--- config.mk ---
export PLATFORM = sky130hd
export DESIGN_NAME = irq_expander
export DESIGN_NICKNAME = d
export VERILOG_FILES = /design/src/rtl/irq_exp_pkg.sv /design/src/rtl/irq_edge_det.sv /design/src/rtl/irq_prio_sel.sv /design/src/rtl/irq_group.sv /design/src/rtl/irq_expander.sv
export SDC_FILE = /design/constraint.sdc
export NUM_CORES = 1
export LEC_CHECK = 0
export BUFFER_PORTS_ARGS = -buffer_cell sky130_fd_sc_hd__buf_2
export CORE_ASPECT_RATIO = 1.25
export CORE_MARGIN = 10
export CORE_UTILIZATION = 54
export CTS_CLUSTER_DIAMETER = 100
export DETAILED_ROUTE_END_ITERATION = 12
export HOLD_SLACK_MARGIN = 0.08
export PLACE_DENSITY = 0.83
export REMOVE_ABC_BUFFERS = 1
export SLEW_MARGIN = 20
export SYNTH_ARGS = -nofsm -noshare
export SYNTH_HDL_FRONTEND = slang
export SYNTH_SLANG_ARGS = --single-unit
--- constraint.sdc ---
create_clock -name clk_i -period 1.55 [get_ports clk_i]
set_input_delay 0.0775 -clock clk_i [delete_from_list [all_inputs] [get_ports clk_i]]
set_output_delay 0.0775 -clock clk_i [all_outputs]
set_load 0.02 [all_outputs]
--- src/rtl/irq_exp_pkg.sv ---
package irq_exp_pkg;
  localparam int unsigned KIND_W = 2;
  typedef enum logic [KIND_W-1:0] {
    REG_FLAG = 2'd0,
    REG_EN   = 2'd1,
    REG_ACK  = 2'd2,
    REG_NONE = 2'd3
  } reg_kind_e;
endpackage

--- src/rtl/irq_edge_det.sv ---
module irq_edge_det #(
  parameter int unsigned W = 8
) (
  input  logic         clk_i,
  input  logic         rst_ni,
  input  logic [W-1:0] lvl_i,
  output logic [W-1:0] rise_o
);
  logic [W-1:0] prev_q;

  always_ff @(posedge clk_i or negedge rst_ni) begin
    if (!rst_ni) prev_q <= '0;
    else         prev_q <= lvl_i;
  end

  assign rise_o = lvl_i & ~prev_q;
endmodule

--- src/rtl/irq_prio_sel.sv ---
module irq_prio_sel #(
  parameter int unsigned W     = 8,
  parameter int unsigned IDX_W = 3
) (
  input  logic [W-1:0]     req_i,
  output logic [IDX_W-1:0] idx_o,
  output logic             any_o
);
  // lowest index wins
  always_comb begin
    idx_o = '0;
    for (int i = W - 1; i >= 0; i--) begin
      if (req_i[i]) idx_o = IDX_W'(i);
    end
  end

  assign any_o = |req_i;
endmodule

--- src/rtl/irq_group.sv ---
module irq_group #(
  parameter int unsigned SRC   = 8,
  parameter int unsigned SRC_W = $clog2(SRC)
) (
  input  logic             clk_i,
  input  logic             rst_ni,
  input  logic [SRC-1:0]   rise_i,
  input  logic             flag_we_i,
  input  logic             en_we_i,
  input  logic             ack_we_i,
  input  logic [SRC-1:0]   wdata_i,
  input  logic             svc_i,
  input  logic [SRC_W-1:0] svc_src_i,
  output logic [SRC-1:0]   flag_o,
  output logic [SRC-1:0]   en_o,
  output logic             ack_o,
  output logic             irq_o,
  output logic [SRC_W-1:0] sel_o
);
  logic [SRC-1:0] flag_q, flag_d, en_q;
  logic           ack_q, irq_q, any_req, issue;

  irq_prio_sel #(.W(SRC), .IDX_W(SRC_W)) u_sel (
    .req_i (flag_q & en_q),
    .idx_o (sel_o),
    .any_o (any_req)
  );

  assign issue = any_req & ~ack_q;

  always_comb begin
    flag_d = flag_q;
    if (flag_we_i) flag_d = wdata_i;
    if (svc_i)     flag_d[svc_src_i] = 1'b0;
    flag_d = flag_d | rise_i; // new edge beats any clear
  end

  always_ff @(posedge clk_i or negedge rst_ni) begin
    if (!rst_ni) begin
      flag_q <= '0;
      en_q   <= '0;
      ack_q  <= 1'b0;
      irq_q  <= 1'b0;
    end else begin
      flag_q <= flag_d;
      irq_q  <= issue;
      if (en_we_i) en_q <= wdata_i;
      if (issue)                       ack_q <= 1'b1;
      else if (ack_we_i && wdata_i[0]) ack_q <= 1'b0;
    end
  end

  assign flag_o = flag_q;
  assign en_o   = en_q;
  assign ack_o  = ack_q;
  assign irq_o  = irq_q;
endmodule

--- src/rtl/irq_expander.sv ---
module irq_expander
  import irq_exp_pkg::*;
#(
  parameter int unsigned NUM_GROUPS = 12,
  parameter int unsigned GROUP_SRCS = 8,
  parameter int unsigned NUM_DIRECT = 4,
  localparam int unsigned GRP_W  = $clog2(NUM_GROUPS),
  localparam int unsigned SRC_W  = $clog2(GROUP_SRCS),
  localparam int unsigned ADDR_W = GRP_W + KIND_W,
  localparam int unsigned NSRC   = NUM_GROUPS * GROUP_SRCS
) (
  input  logic                  clk_i,
  input  logic                  rst_ni,
  input  logic [NSRC-1:0]       src_i,
  input  logic [NUM_DIRECT-1:0] direct_i,
  output logic [NUM_DIRECT-1:0] direct_o,
  input  logic                  reg_we_i,
  input  logic [ADDR_W-1:0]     reg_addr_i,
  input  logic [GROUP_SRCS-1:0] reg_wdata_i,
  output logic [GROUP_SRCS-1:0] reg_rdata_o,
  input  logic                  svc_valid_i,
  input  logic [GRP_W-1:0]      svc_group_i,
  input  logic [SRC_W-1:0]      svc_src_i,
  output logic [SRC_W-1:0]      svc_sel_o,
  output logic [NUM_GROUPS-1:0] cpu_irq_o
);
  logic [NSRC-1:0]       rise;
  logic [GRP_W-1:0]      addr_grp;
  reg_kind_e             addr_kind;
  logic                  addr_ok, svc_ok;
  logic [GROUP_SRCS-1:0] flag_arr [NUM_GROUPS];
  logic [GROUP_SRCS-1:0] en_arr   [NUM_GROUPS];
  logic [SRC_W-1:0]      sel_arr  [NUM_GROUPS];
  logic [NUM_GROUPS-1:0] ack_all;
  logic [NSRC-1:0]       flag_all, en_all;

  assign direct_o  = direct_i;
  assign addr_grp  = reg_addr_i[ADDR_W-1:KIND_W];
  assign addr_kind = reg_kind_e'(reg_addr_i[KIND_W-1:0]);
  assign addr_ok   = (int'(addr_grp) < NUM_GROUPS);
  assign svc_ok    = (int'(svc_group_i) < NUM_GROUPS);

  irq_edge_det #(.W(NSRC)) u_edge (
    .clk_i  (clk_i),
    .rst_ni (rst_ni),
    .lvl_i  (src_i),
    .rise_o (rise)
  );

  for (genvar g = 0; g < NUM_GROUPS; g++) begin : g_grp
    logic hit;
    assign hit = reg_we_i && addr_ok && (addr_grp == GRP_W'(g));

    irq_group #(.SRC(GROUP_SRCS), .SRC_W(SRC_W)) u_group (
      .clk_i     (clk_i),
      .rst_ni    (rst_ni),
      .rise_i    (rise[g*GROUP_SRCS +: GROUP_SRCS]),
      .flag_we_i (hit && addr_kind == REG_FLAG),
      .en_we_i   (hit && addr_kind == REG_EN),
      .ack_we_i  (hit && addr_kind == REG_ACK),
      .wdata_i   (reg_wdata_i),
      .svc_i     (svc_valid_i && svc_group_i == GRP_W'(g)),
      .svc_src_i (svc_src_i),
      .flag_o    (flag_arr[g]),
      .en_o      (en_arr[g]),
      .ack_o     (ack_all[g]),
      .irq_o     (cpu_irq_o[g]),
      .sel_o     (sel_arr[g])
    );

    assign flag_all[g*GROUP_SRCS +: GROUP_SRCS] = flag_arr[g];
    assign en_all[g*GROUP_SRCS +: GROUP_SRCS]   = en_arr[g];
  end

  always_comb begin
    reg_rdata_o = '0;
    if (addr_ok) begin
      case (addr_kind)
        REG_FLAG: reg_rdata_o = flag_arr[addr_grp];
        REG_EN:   reg_rdata_o = en_arr[addr_grp];
        REG_ACK:  reg_rdata_o = {{(GROUP_SRCS-1){1'b0}}, ack_all[addr_grp]};
        default:  reg_rdata_o = '0;
      endcase
    end
  end

  assign svc_sel_o = svc_ok ? sel_arr[svc_group_i] : '0;
endmodule

Word level (Yosys, flattened, before mapping). Cells that the tools add are included.

Logic and storage cells: 406. Input bits: 125. Output and inout port bits: 27. Register bits after elaboration: 312.

Bitwise gates (word level): 65. $lt $le $gt $ge: 7. Eq/ne operators: 24. Reduce and logical (&&, ||, !) cells: 101. Multiplexer cells: 160.

Operators with widths (count): 3-bit two-way mux (99); 8-bit two-way mux (29); 8-bit AND (24); 96-bit AND (1); 96-bit NOT (1); 8-bit OR (12); 8-bit OR reduction (12); 1-bit logical AND (74); 8-bit binary-select mux with 4-bit select (2); 4-bit by 3-bit == test with 1-bit output, second input constant (8); 4-bit == test, second input constant (8); 1-bit two-way mux (26); 8-bit case mux with 3 select lines (1); 2-bit nonzero test (12); 4-bit by 2-bit == test with 1-bit output, second input constant (4); 1-bit AND (12); 3-bit binary-select mux with 4-bit select (1); 1-bit NOT (12); 5-bit greater-or-equal comparator, second input constant (2); 4-bit NOT with 5-bit output (2); 4-bit by 1-bit == test with 1-bit output, second input constant (2); 4-bit zero test (2); 4-bit less-than comparator, second input constant (2); 8-bit NOT (1); other kinds (8) (8).

Longest topological paths before layout. Gate-level depths: netlist (run 1).

Depth after elaboration: 13. Depth in mapped cells: 8. Depth with buffers taken out: 6.

Hierarchy. From an unflattened synthesis (run 1), not the netlist that was laid out.

Cell total of the unflattened synthesis: 1338. Area, all modules: 17330.4 um^2.

Modules (own cells, without submodules): irq_group (area an instance 862.1 um^2, instances 12, sequential area each 450.4 um^2, cells each 63); irq_edge_det (area an instance 3723.6 um^2, instances 1, sequential area each 2402.3 um^2, cells each 192); irq_expander (area an instance 2285.9 um^2, instances 1, sequential area each 0.0 um^2, cells each 234); irq_prio_sel (area an instance 81.3 um^2, instances 12, sequential area each 0.0 um^2, cells each 13).

Least setup slack after synthesis (run 1). Ideal clock, no wire load.

Path type: register to output. Start point: register g_grp[6].u_group.en_q[6]. End point: output port svc_sel_o[0]. Path slack: -359 ps. Arrival: 1832 ps. Data required time: 1472 ps. Stages on the path, launching flop included: 7. Buffers on the path: 0. Cells stage by stage: dfrtp_1 > nand2_1 > a32o_1 > a22o_1 > nand3_1 > a32o_1 > o41ai_1.

Longest elaborated chain between the ends: 12.

Ends and longest elaborated chain: start: declaration (RTL line irq_group.sv:20) `logic [SRC-1:0] flag_q, flag_d, en_q;`; start signal: assignment (RTL line irq_group.sv:47) `if (en_we_i) en_q <= wdata_i;`; 8-bit AND (RTL line irq_group.sv:24) `.req_i (flag_q & en_q),`; 3-bit two-way mux (7 in series) (RTL line irq_prio_sel.sv:13) `if (req_i[i]) idx_o = IDX_W'(i);`; 3-bit binary-select mux with 4-bit select (RTL line irq_expander.sv:87) `assign svc_sel_o = svc_ok ? sel_arr[svc_group_i] : '0;`; 3-bit two-way mux (implied by the code) (2 in series) (RTL line irq_expander.sv:87); 3-bit two-way mux (RTL line irq_expander.sv:87); end: declaration (RTL line irq_expander.sv:24) `output logic [SRC_W-1:0] svc_sel_o,`.

Every way passes these cells. The select of a mux whose other input is x is not followed.

Worst setup path after layout (run 1).
Start point: register g_grp[4].u_group.en_q[5]. End point: output port svc_sel_o[2].

Longest elaborated chain between the ends: 11.

Ends and longest elaborated chain (RTL line): start: declaration (irq_group.sv:20); start signal: assignment (irq_group.sv:47); 8-bit AND (irq_group.sv:24); 3-bit two-way mux (6 in series) (irq_prio_sel.sv:13); 3-bit binary-select mux with 4-bit select (irq_expander.sv:87); 3-bit two-way mux (implied by the code) (2 in series) (irq_expander.sv:87); 3-bit two-way mux (irq_expander.sv:87).

Every way passes these cells. The select of a mux whose other input is x is not followed.

==> results of run 1 <==
## cell usage in the layout (no fill, tap or decap), types with 12 or more instances in the layout
cell type        n
dfrtp_1        308
buf_4          308
buf_2          130
nor2_1         127
nand2_1        113
mux2i_1        104
dlygate4sd3_1  103
inv_1          102
mux2_2          96
o22ai_1         90
mux4_2          51
clkbuf_16       34
buf_12          28
nand3_1         27
o21ai_0         22
buf_6           19
a22oi_1         17
a31oi_1         16
a21oi_1         15
a211oi_2        15
nor2_2          12
## worst max-delay path: cells and delay by family, from the launching register on
kind                   cells  cell delay (ns)
AOI/OAI and AO/OA          5             1.12
DFF                        1             0.41
buffers and inverters      2             0.39
and+or+nand+nor            1             0.04
## layer usage
layer	vias up	share of wire, %	track usage (%)
met5	-	0	0
met2	898	48	55.9
met3	226	9.2	7.73
met1	7078	36	40.8
met4	0	6.1	17.4
li1	6032	-	-
## where the power goes
group          leakage, nW  switching [mW]  internal (mW)
Clock                0.589            3.55           5.33
Combinational         5.80            2.46           2.51
Sequential            3.52           0.433           8.67
## worst max-delay path by stage
stage / startpoint / endpoint / slack (ns) / cells after the start
after detailed placement: g_grp[4].u_group.en_o[5]$_DFFE_PN0P_ / svc_sel_o[2] / -0.66 / 9
after floorplan: g_grp[6].u_group.en_o[6]$_DFFE_PN0P_ / svc_sel_o[0] / -0.36 / 6
after global placement: g_grp[4].u_group.en_o[5]$_DFFE_PN0P_ / svc_sel_o[2] / -0.63 / 9
after CTS: g_grp[4].u_group.flag_o[5]$_DFF_PN0_ / svc_sel_o[2] / -0.92 / 8
after global routing: g_grp[4].u_group.en_o[5]$_DFFE_PN0P_ / svc_sel_o[2] / -1.00 / 8
final: g_grp[4].u_group.en_o[5]$_DFFE_PN0P_ / svc_sel_o[2] / -1.01 / 8
## registers in the layout, indices dropped and copies added, names as in the netlist
| name | cells |
|---|---|
| g_grp.u_group.ack_o | 12 |
| g_grp.u_group.irq_o | 12 |
| g_grp.u_group.en_o | 96 |
| g_grp.u_group.flag_o | 96 |
| u_edge.prev_q | 96 |
## synthesized netlist by cell type (all sizes together), types with 12 or more instances
| library cell | number | area share, % |
|---|---|---|
| a211oi | 18 | 0.88 |
| inv | 102 | 2.5 |
| nand2 | 121 | 3.1 |
| mux2 | 96 | 7.0 |
| mux4 | 51 | 7.5 |
| dfrtp | 312 | 51 |
| o21ai | 26 | 0.85 |
| a22oi | 22 | 1.1 |
| nor3 | 12 | 0.68 |
| buf | 38 | 1.6 |
| nor2 | 141 | 3.7 |
| a21oi | 22 | 0.72 |
| a31oi | 16 | 0.65 |
| clkbuf | 34 | 0.83 |
| nand2b | 12 | 0.49 |
| o22ai | 90 | 3.7 |
| nand3 | 28 | 0.91 |
| mux2i | 105 | 6.9 |
## cells by family after synthesis
kind of cell | synth area share (%)
flops | 50.9
buf+inv | 4.98
compound gates | 11.2
simple gates | 11.5
mux | 21.4
## what timing repair did
item                                   4_1_cts  5_1_grt
pin swaps                                   33       18
endpoints found under the hold margin      524        0
setup buffers                               11        3
setup endpoints to repair                   15       19
gates cloned                                 0        0
hold buffers                               103        0
resized for setup                           52       39
## layout make-up
| cell class | count | area, um^2 |
|---|---|---|
| multi-input combinational | 875 | 7040 |
| inverter | 102 | 383 |
| timing repair buffer | 589 | 4780 |
| clock inverter | 17 | 274 |
| sequential | 312 | 7810 |
| tap | 350 | 438 |
| clock buffer | 44 | 938 |
| antenna | 2 | 5.00 |
| fill | 1677 | 6150 |
## metrics by stage
step	area (um^2)	setup slack [ns]
after detailed placement	19000	-0.664
after CTS	21500	-0.922
after global placement	19000	-0.630
final	21700	-1.01
after floorplan	15000	-0.359
after global routing	21700	-1.00
==> impl_metrics.toml, run 1 <==
[run_status]
status = "complete, but fails checks"
failed_checks = "negative setup slack"

[place]
place_inst = 2117
dp_hpwl_um = 42900
gp_congestion = 1.03
port_buffers = 143

[timing]
setup_viol = 14
setup_ws_ns = -1.01
fin_crit_sh_pct = 165
fin_worst_skew_ns = 0.0194
final.setup.tns_ns = -9.64
hold_viol = 0
fin_crit_ns = 2.56
hold_ws_ns = 0.107
slew_headroom_pct = 61.4
fmax_ghz = 0.390
rsz0062_at_grt = "yes"
drv_slew = 0
tightestPinTransition_ns = 0.577

[critical_path]
cp.arrival_ns = 2.49
crit_chain = "a22o_1, a221oi_2, buf_4, nor3_2, a31oi_1, o22a_1, o211ai_1, buf_4"
r2r-start = "g_grp[4].u_group.en_o[5]$_DFFE_PN0P_"
cp.required_ns = 1.47
regToRegSetupSlack_ns = -0.17
crit_fanout = 2
path_class = "flop to output pin"
rr_endpoint = "g_grp[4].u_group.ack_o$_DFFE_PN0P_"
rr_worst_depth = 7
max_stage_delay_ns = 0.41
cp_common_cell = "buf_4"
cp_slowest_cell = "dfrtp_1"
start_kind = "flop"
crit_path_end_kind = "output pin"

[cells_and_area]
synthToLayoutAreaGrowth_pct = 41.3
nets = 2039
final_cells = 2291
final_layout_size_suffix_gt1_share_pct = 39.9
final_core_util_pct = 77.9

[global_route]
grt_max_degree = 71
antenna_found_initial = 3
track_usage_pct = 34.0
grt-ovfl-total = 0
grt_pass1_wl_um = 91700
grt_pass1_vias = 15195

[cts]
htreeDepth = 2
clockBufferDepth = 3
cts_buffers = 34
cts.clk_slew.worst_paths_ns = 0.06
clockRootBuffer = "clkbuf_16"
clk_latency_ns = 0.54
cts_tree = "yes"
numClockSinks = 312

[logic_synthesis]
ys_seq_elements = 312
syn_area_per_cell_um2 = 11.3
synthArstFlopShare_pct = 100
synth_top_flop_cell = "dfrtp_1"
synth_cell_types = 58
synth_edf_count = 0
synthCells = 1361
syn_area_um2 = 15300
ys_seq_area_share_pct = 50.9
synth_warnings = 0

[power]
powerDensity_nw_per_um2 = 1060
leakage_nw = 9.91
power.total_mw = 23.0
peakVddDrop_mv = 1.02

[die]
core_um2 = 27800
rows = 68
initial_core_util_pct = 55.1
die_height_um = 208
die_w_um = 171
io_pins = 152
dieArea_um2 = 35600

[hold_path]
hold_path_class = "input port to flop"
min_to = "g_grp[0].u_group.flag_o[4]$_DFF_PN0_"
holdPathStages = 3
min_from = "reg_wdata_i[4]"

[routing]
vias = 14234
drc = 0
viasPerCell = 6.21
routed_wl_um = 60800
ant_nets = 0
routedWlPerCell_um = 26.5
drtPass1Iterations = 6
dr.first_iter.drc_count = 1455

[flow_run]
max_cap_viol_count = 0
No activity file was read; power rests on OpenSTA's default activity.
==> run 2: changes to the inputs <==
Clock period 1.55 ns to 2.9 ns, I/O delays scaled along.
==> run 2 against run 1 <==
  * The flow now finishes without violations
  * Critical endpoint is now svc_sel_o[1]
  * Worst setup slack improved by 1.2 ns
  * Sequential share of layout area increased by 6.4 points
  * Final area decreased by 15%
==> impl_metrics.toml, run 2 (same netlist as run 1, synthesis figures left out) <==
[run_status]
status = "complete, no violations"

[power]
leakage_nw = 8.13
powerDensity_nw_per_um2 = 594
peakVddDrop_mv = 0.541

[global_route]
grt_max_degree = 90
grt-ovfl-total = 0
grt_pass1_vias = 13115
grt_pass1_wl_um = 80100
antenna_found_initial = 2
track_usage_pct = 29.6

[place]
dp_hpwl_um = 36500
gp_congestion = 1.02
port_buffers = 143

[cts]
clk_latency_ns = 0.53
cts.clk_slew.worst_paths_ns = 0.06
cts_tree = "yes"
cts_buffers = 34
htreeDepth = 2
clockRootBuffer = "clkbuf_16"
numClockSinks = 312
post-cts-setup-buffer-count = 0
clockBufferDepth = 3

[routing]
drc = 0
vias = 12680
drtPass1Iterations = 6
routedWlPerCell_um = 26.9
viasPerCell = 6.46
ant_nets = 0
dr.first_iter.drc_count = 1448
routed_wl_um = 52900

[hold_path]
hold_path_class = "input port to async pin"

[critical_path]
cp.required_ns = 2.76
crit_fanout = 3
rr_worst_depth = 4
r2r-start = "g_grp[4].u_group.en_o[5]$_DFFE_PN0P_"
critPathLaunch = "g_grp[7].u_group.flag_o[4]$_DFF_PN0_"
path_class = "flop to output pin"
crit_path_end_kind = "output pin"
rr_endpoint = "g_grp[4].u_group.ack_o$_DFFE_PN0P_"
regToRegSetupSlack_ns = 1.26
crit_path_end = "svc_sel_o[1]"
start_kind = "flop"
cp.arrival_ns = 2.62

[cells_and_area]
fillers = 2075
nets = 1714
synthToLayoutAreaGrowth_pct = 20.0
final_cell_mix = "dfrtp_1 (312), buf_2 (141), nor2_1 (129)"
layout_commonest_cell = "dfrtp_1"
final_layout_size_suffix_gt1_share_pct = 24.6

[timing]
drv_slew = 0
hold_ws_ns = 0.148
fin_worst_skew_ns = 0.0191
setup_viol = 0
final.setup.tns_ns = 0
tightestPinTransition_ns = 1.03
fmax_ghz = 0.362
rsz0062_at_grt = "no"
hold_viol = 0
fin_crit_sh_pct = 95.2
slew_headroom_pct = 31.2
fin_crit_ns = 2.76

[die]
rows = 68
initial_core_util_pct = 55.1
io_pins = 152
dieArea_um2 = 35600
core_um2 = 27800
die_w_um = 171
die_height_um = 208

[flow_run]
max_cap_viol_count = 0
==> run 2: final cells by class <==
class                           instances  area, um^2  area share (%)
Sequential cell                       312        7810            42.4
Antenna cell                            2        5.00          0.0272
Timing Repair Buffer                  264        1930            10.5
Inverter                              102         383            2.08
Clock inverter                         12         103           0.558
Tap cell                              350         438            2.38
Multi-Input combinational cell        875        6770            36.8
Clock buffer                           47         971            5.28
==> run 2: through the flow <==
step | power [mW] | area [um^2] | cells | util, % | worst slack (ns)
after floorplan | 5.82 | 15000 | 1289 | - | 0.923
after global placement | 6.54 | 16400 | 1806 | 58.8 | 0.547
after detailed placement | 6.58 | 16400 | 1806 | 58.8 | 0.524
after CTS | 10.9 | 18400 | 1962 | 66.1 | 0.130
after global routing | 11.3 | 18400 | 1964 | 66.1 | 0.0259
final | 10.9 | 18400 | 1964 | 66.1 | 0.140
==> run 2: repair_timing <==
| action | CTS | global route |
|---|---|---|
| hold buffers | 97 | 0 |
| hold endpoints to repair | 404 | 0 |
| endpoints found under the setup margin | 0 | 0 |
| resized for setup | 0 | 0 |
==> run 2: how the worst min path moves through the flow <==
stage	slack (ns)	end	startpoint
2_1_floorplan	-0.15	g_grp[0].u_group.ack_o$_DFFE_PN0P_	rst_ni
3_3_place_gp	0.12	u_edge.prev_q[13]$_DFF_PN0_	rst_ni
6_report	0.15	u_edge.prev_q[13]$_DFF_PN0_	rst_ni
3_5_place_dp	0.12	u_edge.prev_q[81]$_DFF_PN0_	rst_ni
5_1_grt	0.18	g_grp[11].u_group.ack_o$_DFFE_PN0P_	reg_we_i
4_1_cts	0.13	g_grp[6].u_group.ack_o$_DFFE_PN0P_	reg_we_i
==> run 2: worst max-delay path, stage by stage (launching register included) <==
cell      delay [ns]
dfrtp_1         0.44
and2_1          0.17
a21oi_1         0.06
a222oi_1        0.42
o21ai_0         0.17
o31ai_1         0.32
o21ai_0         0.28
buf_2           0.25
==> run 2: routing by layer <==
metal,vias to the layer above,track usage [%],wire length (um)
li1,5383,-,-
met1,6401,37.2,20100
met2,740,48.2,25600
met3,156,5.87,4760
met4,0,13.6,2470
met5,-,0,0
==> run 2: report_power, final <==
| group | switching, mW | internal, mW |
|---|---|---|
| Combinational | 0.957 | 0.767 |
| Clock | 1.82 | 2.44 |
| Sequential | 0.304 | 4.63 |
==> run 3: changes to the inputs <==
Settings changed: CORE_ASPECT_RATIO 1.25 to 0.5, PLACE_DENSITY 0.83 to unset, PLACE_DENSITY_LB_ADDON set to 0.2.
==> run 3 against run 2 <==
  * Die area increased by 1.0%
  * Maximum frequency is 1.4% lower
  * Sequential share of layout area grew 0.31 points
  * Utilization shrank 0.47 points
  * Worst hold slack got worse by 0.018 ns
  * Cell count up 1.1%
  * Combinational power increased by 4%
  * Final area fell by 0.73%
  * Critical path type unchanged
==> impl_metrics.toml, run 3 (same netlist as run 1, synthesis figures left out) <==
[cts]
htreeDepth = 1
cts_buffers = 29
numClockSinks = 312
clk_latency_ns = 0.57
cts.clk_slew.worst_paths_ns = 0.07
clockRootBuffer = "clkbuf_16"
clockBufferDepth = 3
cts_tree = "yes"
post-cts-setup-buffer-count = 0

[routing]
drtPass1Iterations = 5
ant_nets = 0
drc = 0
vias = 12552
routedWlPerCell_um = 27.2
routed_wl_um = 54000
viasPerCell = 6.32
dr.first_iter.drc_count = 1405

[critical_path]
cp_slowest_cell = "mux4_2"
r2r-start = "g_grp[4].u_group.flag_o[5]$_DFF_PN0_"
crit_path_end = "reg_rdata_o[6]"
crit_chain = "mux4_2, mux2i_1, nor2_1, a211oi_1, a211oi_1, buf_2"
max_stage_delay_ns = 0.52
rr_endpoint = "g_grp[4].u_group.ack_o$_DFFE_PN0P_"
crit_family = "multiplexers"
start_kind = "flop"
crit_path_end_kind = "output pin"
cp.arrival_ns = 2.65
cp.depth = 6
crit_fanout = 5
crit_buf_inv = 1
rr_worst_depth = 4
cp_common_cell = "a211oi_1"
cp.required_ns = 2.76
path_class = "flop to output pin"
critPathLaunch = "g_grp[4].u_group.flag_o[6]$_DFF_PN0_"
regToRegSetupSlack_ns = 1.08

[timing]
hold_ws_ns = 0.130
fmax_ghz = 0.357
slew_headroom_pct = 29.5
final.setup.tns_ns = 0
setup_ws_ns = 0.101
fin_crit_sh_pct = 96.5
setup_viol = 0
drv_slew = 0
rsz0062_at_grt = "no"
hold_viol = 0
tightestPinTransition_ns = 1.06
fin_crit_ns = 2.80
fin_worst_skew_ns = 0.0152

[power]
peakVddDrop_mv = 0.501
leakage_nw = 8.05
powerDensity_nw_per_um2 = 568
power.total_mw = 10.4

[run_status]
status = "complete, no violations"

[cells_and_area]
nets = 1709
layout_commonest_cell = "dfrtp_1"
final_area_um2 = 18300
synthToLayoutAreaGrowth_pct = 19.1
final_core_util_pct = 65.7
final_cell_mix = "dfrtp_1 (312), buf_2 (141), nor2_1 (129)"
final_layout_size_suffix_gt1_share_pct = 24.2
final_cells = 1986

[hold_path]
hold_path_class = "input port to flop"

[die]
die_w_um = 258
rows = 43
core_um2 = 27800
io_pins = 152
initial_core_util_pct = 55.1
dieArea_um2 = 36000
die_height_um = 139

[global_route]
grt_max_degree = 75
antenna_found_initial = 1
grt-ovfl-total = 0
grt_pass1_wl_um = 81000
grt_pass1_vias = 12634
track_usage_pct = 29.8

[place]
place_inst = 1838
port_buffers = 143
dp_hpwl_um = 38800
gp_congestion = 1.02
postPlaceCellArea_um2 = 16400
place_ws_ns = 0.463

[flow_run]
max_cap_viol_count = 0
-- run 3: cell count changes in the layout (fill, tap and decap cells not counted), moves of 2 or more --
cell       before  now
clkbuf_16      35   29
buf_12          4    7
buf_4          21   18
clkinv_2        6    9
inv_6           2    0
-- run 3: worst reg2reg max path: stages, from the launching register on --
cell and delay, ns:
dfrtp_1 0.47, a22o_1 0.27, a221oi_1 0.44, nor3b_1 0.42, a31oi_1 0.09
-- run 3: cell type report --
type / instances / area (um^2)
Timing Repair Buffer: 264 / 1970
Inverter: 102 / 383
Fill cell: 2246 / 9550
Clock buffer: 39 / 803
Tap cell: 382 / 478
Antenna cell: 1 / 2.50
Sequential cell: 312 / 7810
Clock inverter: 11 / 61.3
Multi-Input combinational cell: 875 / 6770
-- run 3: power by group --
group | internal, mW | total, mW | switching (mW) | leakage, nW
Sequential | 4.63 | 4.93 | 0.294 | 3.52
Combinational | 0.773 | 1.79 | 1.02 | 4.10
Clock | 1.93 | 3.66 | 1.73 | 0.433
-- run 3: how the worst min path moves through the flow --
stage | cells past startpoint | slack, ns | from | to
floorplan | 0 | -0.15 | rst_ni | g_grp[0].u_group.ack_o$_DFFE_PN0P_
global placement | 1 | 0.17 | rst_ni | u_edge.prev_q[15]$_DFF_PN0_
detailed placement | 1 | 0.18 | rst_ni | u_edge.prev_q[13]$_DFF_PN0_
CTS | 4 | 0.12 | reg_we_i | g_grp[11].u_group.ack_o$_DFFE_PN0P_
global route | 4 | 0.15 | reg_we_i | g_grp[8].u_group.ack_o$_DFFE_PN0P_
finish | 4 | 0.13 | reg_we_i | g_grp[5].u_group.ack_o$_DFFE_PN0P_
-- run 3: repair_timing --
action / 4_1_cts / 5_1_grt
hold buffers: 97 / 0
setup endpoints to repair: 0 / 1
endpoints found under the hold margin: 302 / 0
gates resized for setup: 0 / 1
-- run 3: routing by layer --
metal  GRT usage (%)  wire length (um)  vias up  share of wire (%)
met4            8.31              1410        0                2.6
met3            6.45              5000       96                9.3
li1                -                 -     5382                  -
met5               0                 0        -                  0
met1            42.5             23200     6464                 43
met2            44.9             24400      610                 45
